$ cat config.mk
export PLATFORM = sky130hd
export DESIGN_NAME = txdiv_precoder
export DESIGN_NICKNAME = d
export VERILOG_FILES = /design/src/rtl/txdiv_pkg.sv /design/src/rtl/txdiv_layer_demux.sv /design/src/rtl/txdiv_sfbc_emitter.sv /design/src/rtl/txdiv_precoder.sv
export SDC_FILE = /design/constraint.sdc
export NUM_CORES = 1
export LEC_CHECK = 0
export BUFFER_PORTS_ARGS = -buffer_cell sky130_fd_sc_hd__buf_2
export CAP_MARGIN = 20
export CELL_PAD_IN_SITES_DETAIL_PLACEMENT = 0
export CELL_PAD_IN_SITES_GLOBAL_PLACEMENT = 2
export CORE_MARGIN = 2
export CORE_UTILIZATION = 31
export DETAILED_ROUTE_END_ITERATION = 8
export GPL_ROUTABILITY_DRIVEN = 0
export PLACE_DENSITY_LB_ADDON = 0.1
export SLEW_MARGIN = 20
export SYNTH_ARGS = -nofsm -noshare
export SYNTH_HDL_FRONTEND = slang
export SYNTH_SLANG_ARGS = --single-unit
$ cat constraint.sdc
create_clock -name clk -period 3.2 [get_ports clk]
set_clock_uncertainty 0.1 [all_clocks]
set_input_delay 0.48 -clock clk [delete_from_list [all_inputs] [get_ports clk]]
set_output_delay 0.48 -clock clk [all_outputs]
set_load 0.02 [all_outputs]
$ cat src/rtl/txdiv_pkg.sv
package txdiv_pkg;

    localparam int IQ_W      = 16;
    localparam int MAX_PORTS = 4;
    localparam int PH_W      = $clog2(MAX_PORTS);

    localparam logic signed [IQ_W-1:0] IQ_MIN = {1'b1, {(IQ_W-1){1'b0}}};
    localparam logic signed [IQ_W-1:0] IQ_MAX = ~IQ_MIN;

    typedef enum logic [1:0] {
        ANT_ONE  = 2'b00,
        ANT_TWO  = 2'b01,
        ANT_FOUR = 2'b10,
        ANT_FOURB = 2'b11
    } ant_mode_e;

    typedef struct packed {
        logic signed [IQ_W-1:0] re;
        logic signed [IQ_W-1:0] im;
    } cplx_t;

    typedef cplx_t [MAX_PORTS-1:0] grp_t;

    // saturating two's complement negate
    function automatic logic signed [IQ_W-1:0] sat_neg(input logic signed [IQ_W-1:0] v);
        return (v == IQ_MIN) ? IQ_MAX : -v;
    endfunction

    function automatic cplx_t conj_c(input cplx_t x);
        cplx_t r;
        r.re = x.re;
        r.im = sat_neg(x.im);
        return r;
    endfunction

    function automatic cplx_t neg_conj_c(input cplx_t x);
        cplx_t r;
        r.re = sat_neg(x.re);
        r.im = x.im;
        return r;
    endfunction

    // index of the final slot of a group
    function automatic logic [PH_W-1:0] last_slot(input ant_mode_e m);
        case (m)
            ANT_ONE: return PH_W'(0);
            ANT_TWO: return PH_W'(1);
            default: return PH_W'(MAX_PORTS-1);
        endcase
    endfunction

    function automatic logic [MAX_PORTS-1:0] last_slot_hot(input ant_mode_e m);
        return MAX_PORTS'(1) << last_slot(m);
    endfunction

    function automatic logic [MAX_PORTS-1:0] port_mask(input ant_mode_e m);
        case (m)
            ANT_ONE: return MAX_PORTS'(4'b0001);
            ANT_TWO: return MAX_PORTS'(4'b0011);
            default: return MAX_PORTS'(4'b1111);
        endcase
    endfunction

    // symbol placed on antenna port in column col
    function automatic cplx_t sfbc_pick(input ant_mode_e m, input logic [1:0] port,
                                        input logic [1:0] col, input grp_t g);
        cplx_t z;
        z = '0;
        case (m)
            ANT_ONE: begin
                if (port == 2'd0 && col == 2'd0) z = g[0];
            end
            ANT_TWO: begin
                if (port == 2'd0)      z = g[col[0]];
                else if (port == 2'd1) z = col[0] ? conj_c(g[0]) : neg_conj_c(g[1]);
            end
            default: begin
                // column pair col[1] belongs to ports whose low bit matches
                if (port[0] == col[1]) begin
                    if (!port[1])   z = g[{col[1], col[0]}];
                    else if (col[0]) z = conj_c(g[{col[1], 1'b0}]);
                    else            z = neg_conj_c(g[{col[1], 1'b1}]);
                end
            end
        endcase
        return z;
    endfunction

endpackage

$ cat src/rtl/txdiv_layer_demux.sv
module txdiv_layer_demux
    import txdiv_pkg::*;
(
    input  logic                 clk,
    input  logic                 rst,
    input  ant_mode_e            mode,
    input  logic                 in_valid,
    input  cplx_t                in_sym,
    output logic [MAX_PORTS-1:0] layer_vld,
    output grp_t                 grp_full
);

    logic [PH_W-1:0] slot_q;
    grp_t            hold_q;
    logic            closing;

    always_comb begin
        layer_vld = '0;
        if (in_valid) layer_vld[slot_q] = 1'b1;
    end

    assign closing = |(layer_vld & last_slot_hot(mode));

    // completed group as seen by the emitter: held slots plus the live symbol
    always_comb begin
        grp_full         = hold_q;
        grp_full[slot_q] = in_sym;
    end

    always_ff @(posedge clk) begin
        if (rst) begin
            slot_q <= '0;
        end else if (in_valid) begin
            slot_q <= closing ? '0 : slot_q + 1'b1;
        end
    end

    for (genvar l = 0; l < MAX_PORTS; l++) begin : g_slot
        always_ff @(posedge clk) begin
            if (rst) begin
                hold_q[l] <= '0;
            end else if (layer_vld[l]) begin
                hold_q[l] <= in_sym;
            end
        end
    end

endmodule

$ cat src/rtl/txdiv_sfbc_emitter.sv
module txdiv_sfbc_emitter
    import txdiv_pkg::*;
(
    input  logic                 clk,
    input  logic                 rst,
    input  ant_mode_e            mode,
    input  logic                 grp_load,
    input  grp_t                 grp_in,
    output logic [MAX_PORTS-1:0] out_valid,
    output grp_t                 out_sym
);

    grp_t            grp_q;
    logic [PH_W-1:0] col_q;
    logic            active_q;

    always_ff @(posedge clk) begin
        if (rst) begin
            grp_q    <= '0;
            col_q    <= '0;
            active_q <= 1'b0;
        end else if (grp_load) begin
            grp_q    <= grp_in;
            col_q    <= '0;
            active_q <= 1'b1;
        end else if (active_q) begin
            if (col_q == last_slot(mode)) begin
                active_q <= 1'b0;
                col_q    <= '0;
            end else begin
                col_q <= col_q + 1'b1;
            end
        end
    end

    for (genvar p = 0; p < MAX_PORTS; p++) begin : g_port
        assign out_sym[p]   = active_q ? sfbc_pick(mode, 2'(p), 2'(col_q), grp_q) : '0;
        assign out_valid[p] = active_q & port_mask(mode)[p];
    end

endmodule

$ cat src/rtl/txdiv_precoder.sv
module txdiv_precoder
    import txdiv_pkg::*;
(
    input  logic                          clk,
    input  logic                          rst,
    input  logic [1:0]                    ant_sel,
    input  logic                          sym_valid,
    input  logic signed [IQ_W-1:0]        sym_re,
    input  logic signed [IQ_W-1:0]        sym_im,
    output logic [MAX_PORTS-1:0]          ant_valid,
    output logic [MAX_PORTS*IQ_W-1:0]     ant_re,
    output logic [MAX_PORTS*IQ_W-1:0]     ant_im
);

    ant_mode_e            mode;
    cplx_t                in_sym;
    logic [MAX_PORTS-1:0] layer_vld;
    logic                 grp_load;
    grp_t                 grp_full;
    grp_t                 out_sym;

    assign mode      = ant_mode_e'(ant_sel);
    assign in_sym.re = sym_re;
    assign in_sym.im = sym_im;
    assign grp_load  = |(layer_vld & last_slot_hot(mode));

    txdiv_layer_demux u_demux (
        .clk       (clk),
        .rst       (rst),
        .mode      (mode),
        .in_valid  (sym_valid),
        .in_sym    (in_sym),
        .layer_vld (layer_vld),
        .grp_full  (grp_full)
    );

    txdiv_sfbc_emitter u_emit (
        .clk       (clk),
        .rst       (rst),
        .mode      (mode),
        .grp_load  (grp_load),
        .grp_in    (grp_full),
        .out_valid (ant_valid),
        .out_sym   (out_sym)
    );

    for (genvar p = 0; p < MAX_PORTS; p++) begin : g_out
        assign ant_re[p*IQ_W +: IQ_W] = out_sym[p].re;
        assign ant_im[p*IQ_W +: IQ_W] = out_sym[p].im;
    end

endmodule

# Yosys cells after proc, flatten, opt, wreduce, memory -nomap -nowiden
# Cells that the tools add are included.
# classes
shift	1
n_eq_ne	6
magnitude_cmp	6
div_mod_pow	0
n_mul	0
n_mux	43
add_sub_neg	6
reduce_logical	6
bitwise_logic	5
# op_table
operator	n
2-to-1 mux 32 bit	21
bitwise mux 128 bit	1
case mux 32 bit (2 select lines)	2
binary-select mux 32 bit (select 2 bit)	1
demux 32 bit (select 2 bit)	1
== test 16 bit (second input constant)	4
2-to-1 mux 16 bit	4
negator 16 bit	4
less-than comparator 2 x 3 -> 1 bit (second input constant)	4
2-to-1 mux 2 bit	5
case mux 4 bit (2 select lines)	1
OR reduction 5 bit	1
adder 2 x 1 -> 2 bit (second input constant)	2
bitwise AND 1 bit	4
bitwise AND 4 bit	1
logical NOT 2 bit	2
2-to-1 mux 1 bit	4
2-to-1 mux 4 bit	1
case mux 2 bit (2 select lines)	1
OR reduction 4 bit	1
left shift 1 x 2 -> 4 bit (first input constant)	1
less-than comparator 1 x 3 -> 1 bit (second input constant)	1
demux 1 bit (select 2 bit)	1
== test 2 x 1 -> 1 bit (second input constant)	1
other kinds (4)	4
# word_totals
mem_bits_ro	0
output_inout_bits	132
ram_bits	0
latchBits	0
inputBits	37
regBits	261
n_memories	0

# Longest topological paths before layout
# Gate-level depths: netlist of the first run.
# logic_depth
word_depth	13
mapped_depth	13
mapped_depth_nobuf	8

# By module
# Synthesis of the first run repeated with hierarchy kept, for this count alone.
# unflattened
hier_cells	1822
area_unflattened_um2	14936.8
# by_module_without_submodules
module	area_each_um2	seq_area_each_um2	cells_per_inst	n_inst
txdiv_sfbc_emitter	8888.5	2622.5	1101	1
txdiv_layer_demux	6029.5	2602.5	718	1
txdiv_precoder	18.8	0.0	3	1

# Worst setup path after synthesis of the first run
# Ideal clock, no wire load.
# synth_path
path_type	flip-flop to output port
start	reg u_emit.col_q[1]
end	out ant_re[43]
arrival_time_ps	3496
n_path_buf	6
stages_incl_launch_ff	13
required_ps	2620
setup_slack_ps	-876
cell_sequence	dfxtp_1 -> buf_2 -> buf_2 -> buf_2 -> buf_2 -> buf_2 -> buf_2 -> mux2i_1 -> ha_1 -> nand2_1 -> o41ai_4 -> nor3_1 -> nor4_1
# synth_via
elab_chain_len	8
elab_cells_between_ends	11
# synth_lines
item	line	rtl
from (decl)	txdiv_sfbc_emitter.sv:14	logic [PH_W-1:0] col_q;
from (signal assigned)	txdiv_sfbc_emitter.sv:31	col_q <= col_q + 1'b1;
2-to-1 mux 32 bit (2 in series)	--	
negator 16 bit or == test 16 bit (tied branches)	--	
2-to-1 mux 16 bit	txdiv_pkg.sv:26	return (v == IQ_MIN) ? IQ_MAX : -v;
2-to-1 mux 32 bit	txdiv_pkg.sv:81	else if (col[0]) z = conj_c(g[{col[1], 1'b0}]);
2-to-1 mux 32 bit *	txdiv_pkg.sv:79	if (port[0] == col[1]) begin
2-to-1 mux 32 bit *	txdiv_pkg.sv:69	case (m)
2-to-1 mux 32 bit *	txdiv_sfbc_emitter.sv:37	assign out_sym[p] = active_q ? sfbc_pick(mode, 2'(p), 2'(col_q), grp_q) : '0;
to (decl)	txdiv_precoder.sv:11	output logic [MAX_PORTS*IQ_W-1:0] ant_re,
# Mark *: on every way between the ends. The rest lies on a longest branch, timed or not. The select of a mux whose other input is x is not followed.

# Worst setup path after layout of the first run
# layout_path
start	reg u_emit.col_q[1]
end	out ant_im[63]
# layout_via
elab_chain_len	8
elab_cells_between_ends	11
# layout_lines
item	line	rtl
2-to-1 mux 32 bit	--	
2-to-1 mux 32 bit (not written as such)	txdiv_pkg.sv:81	
negator 16 bit or == test 16 bit (tied branches)	txdiv_pkg.sv:26	
2-to-1 mux 16 bit	txdiv_pkg.sv:26	
2-to-1 mux 32 bit	txdiv_pkg.sv:81	
2-to-1 mux 32 bit *	txdiv_pkg.sv:79	
2-to-1 mux 32 bit *	txdiv_pkg.sv:69	
2-to-1 mux 32 bit *	txdiv_sfbc_emitter.sv:37	
to (decl)	txdiv_precoder.sv:12	output logic [MAX_PORTS*IQ_W-1:0] ant_im
# Marks and branches as above.

==> results of run 1 <==
## final timing paths
path,depth (start not counted),startpoint,to,slack [ps]
worst max register to register,6,u_demux.slot_q[0]$_SDFFE_PP0P_,u_demux.hold_q[115]$_SDFFE_PP0P_,940
worst max-delay path,9,u_emit.col_q[1]$_SDFFE_PP0P_,ant_im[63],-360
worst min register to register,2,u_demux.hold_q[50]$_SDFFE_PP0P_,u_demux.hold_q[50]$_SDFFE_PP0P_,350
worst min-delay path,3,sym_im[2],u_demux.hold_q[66]$_SDFFE_PP0P_,150
## Yosys cell counts, types with 16 or more instances
cell type,count,area (um^2)
a21oi_1,157,785.8
nor2_1,239,897.1
a211oi_1,129,968.4
nand3_1,21,105.1
mux2i_1,175,1752
dfxtp_1,261,5225
a22oi_1,38,285.3
o211ai_1,23,172.7
nor4_1,16,100.1
o21ai_0,65,325.3
clkbuf_1,187,701.9
mux2_2,18,202.7
nand2_1,292,1096
o221ai_1,18,157.7
nor3_1,33,165.2
## per-stage QoR
stage,cell area (um^2),TNS (ps)
2_1_floorplan,14750,-414.7
3_3_place_gp,16670,0
3_5_place_dp,16680,0
4_1_cts,18360,-11370
5_1_grt,19230,-17760
6_report,19230,-12020
## cells by family after synthesis
logic type | Yosys count | share of synthesized area
and+or+nand+nor | 675 | 0.1997
AOI/OAI and AO/OA | 488 | 0.2212
DFF | 261 | 0.3600
buffers and inverters | 223 | 0.05922
muxes | 193 | 0.1346
xor gates and xnor gates | 29 | 0.01750
adders and majority gates | 9 | 0.007758
## worst min-delay path, delay by kind of cell
kind / cells / cell delay [ps]
buffers and inverters: 1 / 150
AO/OA/AOI/OAI: 1 / 50
AND/OR/NAND/NOR: 1 / 60
## area by class of cell
class,count,area share
timing repair buffer,351,0.1442
inverter,14,0.002993
multi-input combinational,1394,0.5025
tap,607,0.03949
sequential,261,0.2724
clock buffer,37,0.03813
clock inverter,1,0.0002602
## layer usage
layer	wire length, um	vias to the layer above	GRT usage
li1	-	6993	-
met1	33580	6920	0.4124
met2	23200	485	0.3180
met3	3945	79	0.03175
met4	1221	2	0.05705
met5	11	-	0
## power by group through the flow
stage	clock [W]	combinational [W]	sequential [W]
2_1_floorplan	0	0.00124	0.00360
3_3_place_gp	0	0.00190	0.00374
3_5_place_dp	0	0.00190	0.00373
4_1_cts	0.00290	0.00210	0.00367
5_1_grt	0.00303	0.00250	0.00370
6_report	0.00283	0.00234	0.00369
## timing repair
item,CTS,global route
hold buffers,0,0
gates resized for setup,181,189
endpoints found under the setup margin,93,106
pin swaps,31,46
buffers inserted,29,17
## sequential cells by signal, summed over array words and instances (netlist names)
name,count
u_demux.hold_q,128
u_demux.slot_q,2
u_emit.active_q,1
u_emit.col_q,2
u_emit.grp_q,128
==> qor.txt, run 1 <==
Drt first pass iters -> 7
Switching share of power -> 0.3308
CP top delay family -> simple AND/OR/NAND/NOR gates
Antenna violations before repair -> 1
Clk_lat worst skew -> 540 ps
Violated checks -> setup timing
Die ar. -> 48570 um^2
Worst-margin pin slew -> 710.9 ps
Sequential share of the synthesized area -> 0.3600
Syn-to-layout area delta -> 32.49%
Final setup margin -> -364.1 ps
Post-placement cell count -> 2585
Most used cell along the critical path -> buf_6
Iteration-0 DRC count of the detailed router -> 1350
Synthesized flop and latch total -> 261
CP endpoint kind -> output pin
Highest clock rate -> 280.6 MHz
Clock share of power -> 0.320
Register area -> 5239 um^2
Net Switching -> 0.002933 W
Peak VDD IR -> 0.2771 mV
Final Total Pwr -> 0.008866 W
Routed Antenna Nets -> 0
WL per Instance -> 23.25 um
Type of the worst setup path -> reg -> out
Die Span Y -> 220.4 um
Seq pwr share -> 0.417
Ys async rst share -> 0
Largest net degree at the start of global routing -> 90
Clk root buf -> clkbuf_16
Startpoint type of the worst setup path -> flip-flop
Primary FF master, synth -> dfxtp_1
First-pass GRT wire length -> 89710 um
Final non-filler cell total -> 2665
Hold WS -> 150.0 ps
Clock sinks -> 261
Nets -> 2095
Internal power -> 0.005933 W
Clock buffer count from CTS -> 27
Outcome -> complete, but fails checks
Setup-failing EPs final -> 63
Max Cap Viol -> 0
Most common cell after layout, fill and taps aside -> nand2_1
Total global-route track usage -> 0.2462
CTS tree -> yes
# fillers -> 4783
Placed wire-length estimate -> 44840 um
Syn_area_per_cell -> 7.729 um^2
Cells along the critical path -> buf_6 -> buf_6 -> or4b_4 -> a222oi_1 -> buf_4 -> nand2_2 -> or4_4 -> a31oi_4 -> buf_6
Vias in the first global route -> 13210
Bufs and invs on worst path -> 4
CP max stage cell -> or4_4
H-tree levels -> 1
FP Rows -> 79
HP Class -> in -> reg
Ys Warns -> 0
Leak pwr -> 6.892 nW
Die width -> 220.4 um
Most frequent cells in the layout -> nand2_1 (288), dfxtp_1 (256), nor2_1 (213), buf_4 (207), mux2i_1 (170)
Initial Utilization -> 0.3131
CTS max path bufs -> 3
Core area -> 46360 um^2
EDFF count, synth -> 0
Multi-input gate area -> 9663 um^2
Final hold vios -> 0
N_diodes -> 0
Logic gate share of total power -> 0.264
Pre-CTS WS -> 1.464 ps
Gate Count Post-Synth -> 1878
Final worst-path cycle share -> 1.114
Syn Nets -> 1924
Boundary Pins -> 169
Vias -> 14480
Layout cells sized above 1 -> 0.2867
Critical Path RT -> 2620 ps
Relative slew slack -> 0.5260
GR Overflow Total -> 0
Via density -> 5.433
DRC Markers -> 0
Cell Area, Synth -> 14520 um^2
Fin crit period -> 3564 ps
Worst EP arrival -> 2980 ps
Detailed Route WL -> 61960 um
Synth unique cells -> 70
Pwr/cell area -> 461.0 nW/um^2
RSZ-0062 raised after global routing -> yes
# port buffers -> 168
Crit-path max FO -> 5
Core Util, Final -> 0.4148
Reg clk slew, reported paths -> 60 ps
Slew Viols, Final -> 0
Max incr delay on CP -> 530 ps
Note: power is estimated with default switching activity, not from simulation.
==> inputs of run 2 (changes only) <==
- BUFFER_PORTS_ARGS: -buffer_cell sky130_fd_sc_hd__buf_2 -> default
- CORE_UTILIZATION: 31 -> 34
- DONT_BUFFER_PORTS: default -> 1
==> qor.txt, run 2 (synthesis gave the netlist of run 1 again) <==
Outcome -> complete, but fails checks
Violated checks -> setup timing
Clk root buf -> clkbuf_16
Largest net degree at the start of global routing -> 147
Max Cap Viol -> 0
First-pass GRT wire length -> 92560 um
Antenna violations before repair -> 0
Detailed Route WL -> 63070 um
Type of the worst setup path -> reg -> out
Vias -> 14810
Final hold vios -> 0
Worst EP arrival -> 2970 ps
Highest clock rate -> 281.8 MHz
FP Rows -> 75
Final non-filler cell total -> 2648
Relative slew slack -> 0.5002
RSZ-0062 raised after global routing -> yes
Clk_lat worst skew -> 550 ps
Setup-failing EPs final -> 65
HP Class -> in -> reg
Syn-to-layout area delta -> 38.69%
Top flop regs -> u_demux.hold_q: 128 flops, u_emit.grp_q: 128 flops
Pre-CTS WS -> -43.84 ps
WL per Instance -> 23.82 um
N_diodes -> 0
Fin area -> 20130 um^2
GR Overflow Total -> 0
Die ar. -> 44360 um^2
Clock buffer count from CTS -> 28
Crit-path max FO -> 7
# fillers -> 4128
Leak pwr -> 7.298 nW
CTS max path bufs -> 3
Core Util, Final -> 0.4788
CTS tree -> yes
Reg clk slew, reported paths -> 70 ps
Die width -> 210.6 um
Drt first pass iters -> 5
Routed Antenna Nets -> 0
Most common cell after layout, fill and taps aside -> nand2_1
Initial Utilization -> 0.3453
CP endpoint kind -> output pin
Critical Path RT -> 2620 ps
H-tree levels -> 1
DRC Markers -> 0
Boundary Pins -> 169
DP Area -> 16190 um^2
Most frequent cells in the layout -> nand2_1 (288), dfxtp_1 (254), buf_4 (210), nor2_1 (200), mux2i_1 (170)
Layout cells sized above 1 -> 0.2451
Worst-margin pin slew -> 749.7 ps
Final worst-path cycle share -> 1.109
Slew Viols, Final -> 0
Peak VDD IR -> 0.2756 mV
Startpoint type of the worst setup path -> flip-flop
Fin crit period -> 3549 ps
Die Span Y -> 210.6 um
Pwr/cell area -> 465.6 nW/um^2
Total global-route track usage -> 0.2760
Placed wire-length estimate -> 42540 um
Nets -> 2133
Vias in the first global route -> 13730
Iteration-0 DRC count of the detailed router -> 1457
Via density -> 5.593
Core area -> 42040 um^2
Post-placement cell count -> 2415
# port buffers -> 0
Clock sinks -> 261
Final setup margin -> -349.1 ps
run 2: path summary, 6_finish.rpt:
kind | end | slack [ps] | startpoint | cells after the start
worst min-delay path | u_emit.grp_q[100]$_SDFFE_PP0P_ | 70 | sym_im[4] | 2
worst max-delay path | ant_im[47] | -350 | u_emit.col_q[1]$_SDFFE_PP0P_ | 8
worst max register to register | u_demux.hold_q[115]$_SDFFE_PP0P_ | 390 | u_demux.slot_q[0]$_SDFFE_PP0P_ | 7
worst min register to register | u_demux.hold_q[75]$_SDFFE_PP0P_ | 350 | u_demux.hold_q[75]$_SDFFE_PP0P_ | 2
run 2: layout make-up:
cell class / count / area (um^2) / area share
tap: 539 / 674.4 / 0.03350
inverter: 14 / 55.05 / 0.002735
clock inverter: 7 / 62.56 / 0.003108
timing repair buffer: 387 / 3473 / 0.1725
multi-input combinational: 1395 / 9728 / 0.4832
sequential: 261 / 5241 / 0.2604
clock buffer: 45 / 895.9 / 0.04450
run 2: stage by stage:
stage          hold WS [ps]  setup TNS, ps  total power (W)
2_1_floorplan         335.7         -414.7         0.004843
3_3_place_gp          336.2         -68.00         0.005448
3_5_place_dp          341.2         -77.38         0.005449
4_1_cts               54.44         -13910         0.009261
5_1_grt               71.95         -18890         0.009751
6_report              74.52         -12490         0.009372
run 2: critical path, cell delays in order, from the launching register on:
cell and delay, ps:
dfxtp_4 380, buf_8 140, or3_4 390, a222oi_1 380
buf_4 210, nand2_4 50, or4_4 550, a31oi_4 180
buf_6 140
run 2: power breakdown:
group          internal, W  switching, W  total [W]
sequential         0.00343      0.000263    0.00369
clock              0.00199       0.00137    0.00335
combinational     0.000989       0.00134    0.00232
run 2: timing repair:
| action | CTS | global route |
|---|---|---|
| pin swaps | 64 | 38 |
| hold endpoints to repair | 261 | 0 |
| hold buffers | 138 | 0 |
| resized for setup | 185 | 89 |
| buffers inserted | 29 | 18 |
| setup endpoints to repair | 125 | 105 |
| gates cloned | 1 | 0 |
run 2: per-layer routing:
layer | global-route usage | part of all wire | vias to the layer above
met2 | 0.3729 | 0.40 | 478
met5 | 0 | 0 | -
met3 | 0.04282 | 0.071 | 55
li1 | - | - | 7086
met1 | 0.4465 | 0.52 | 7192
met4 | 0.06168 | 0.017 | 0
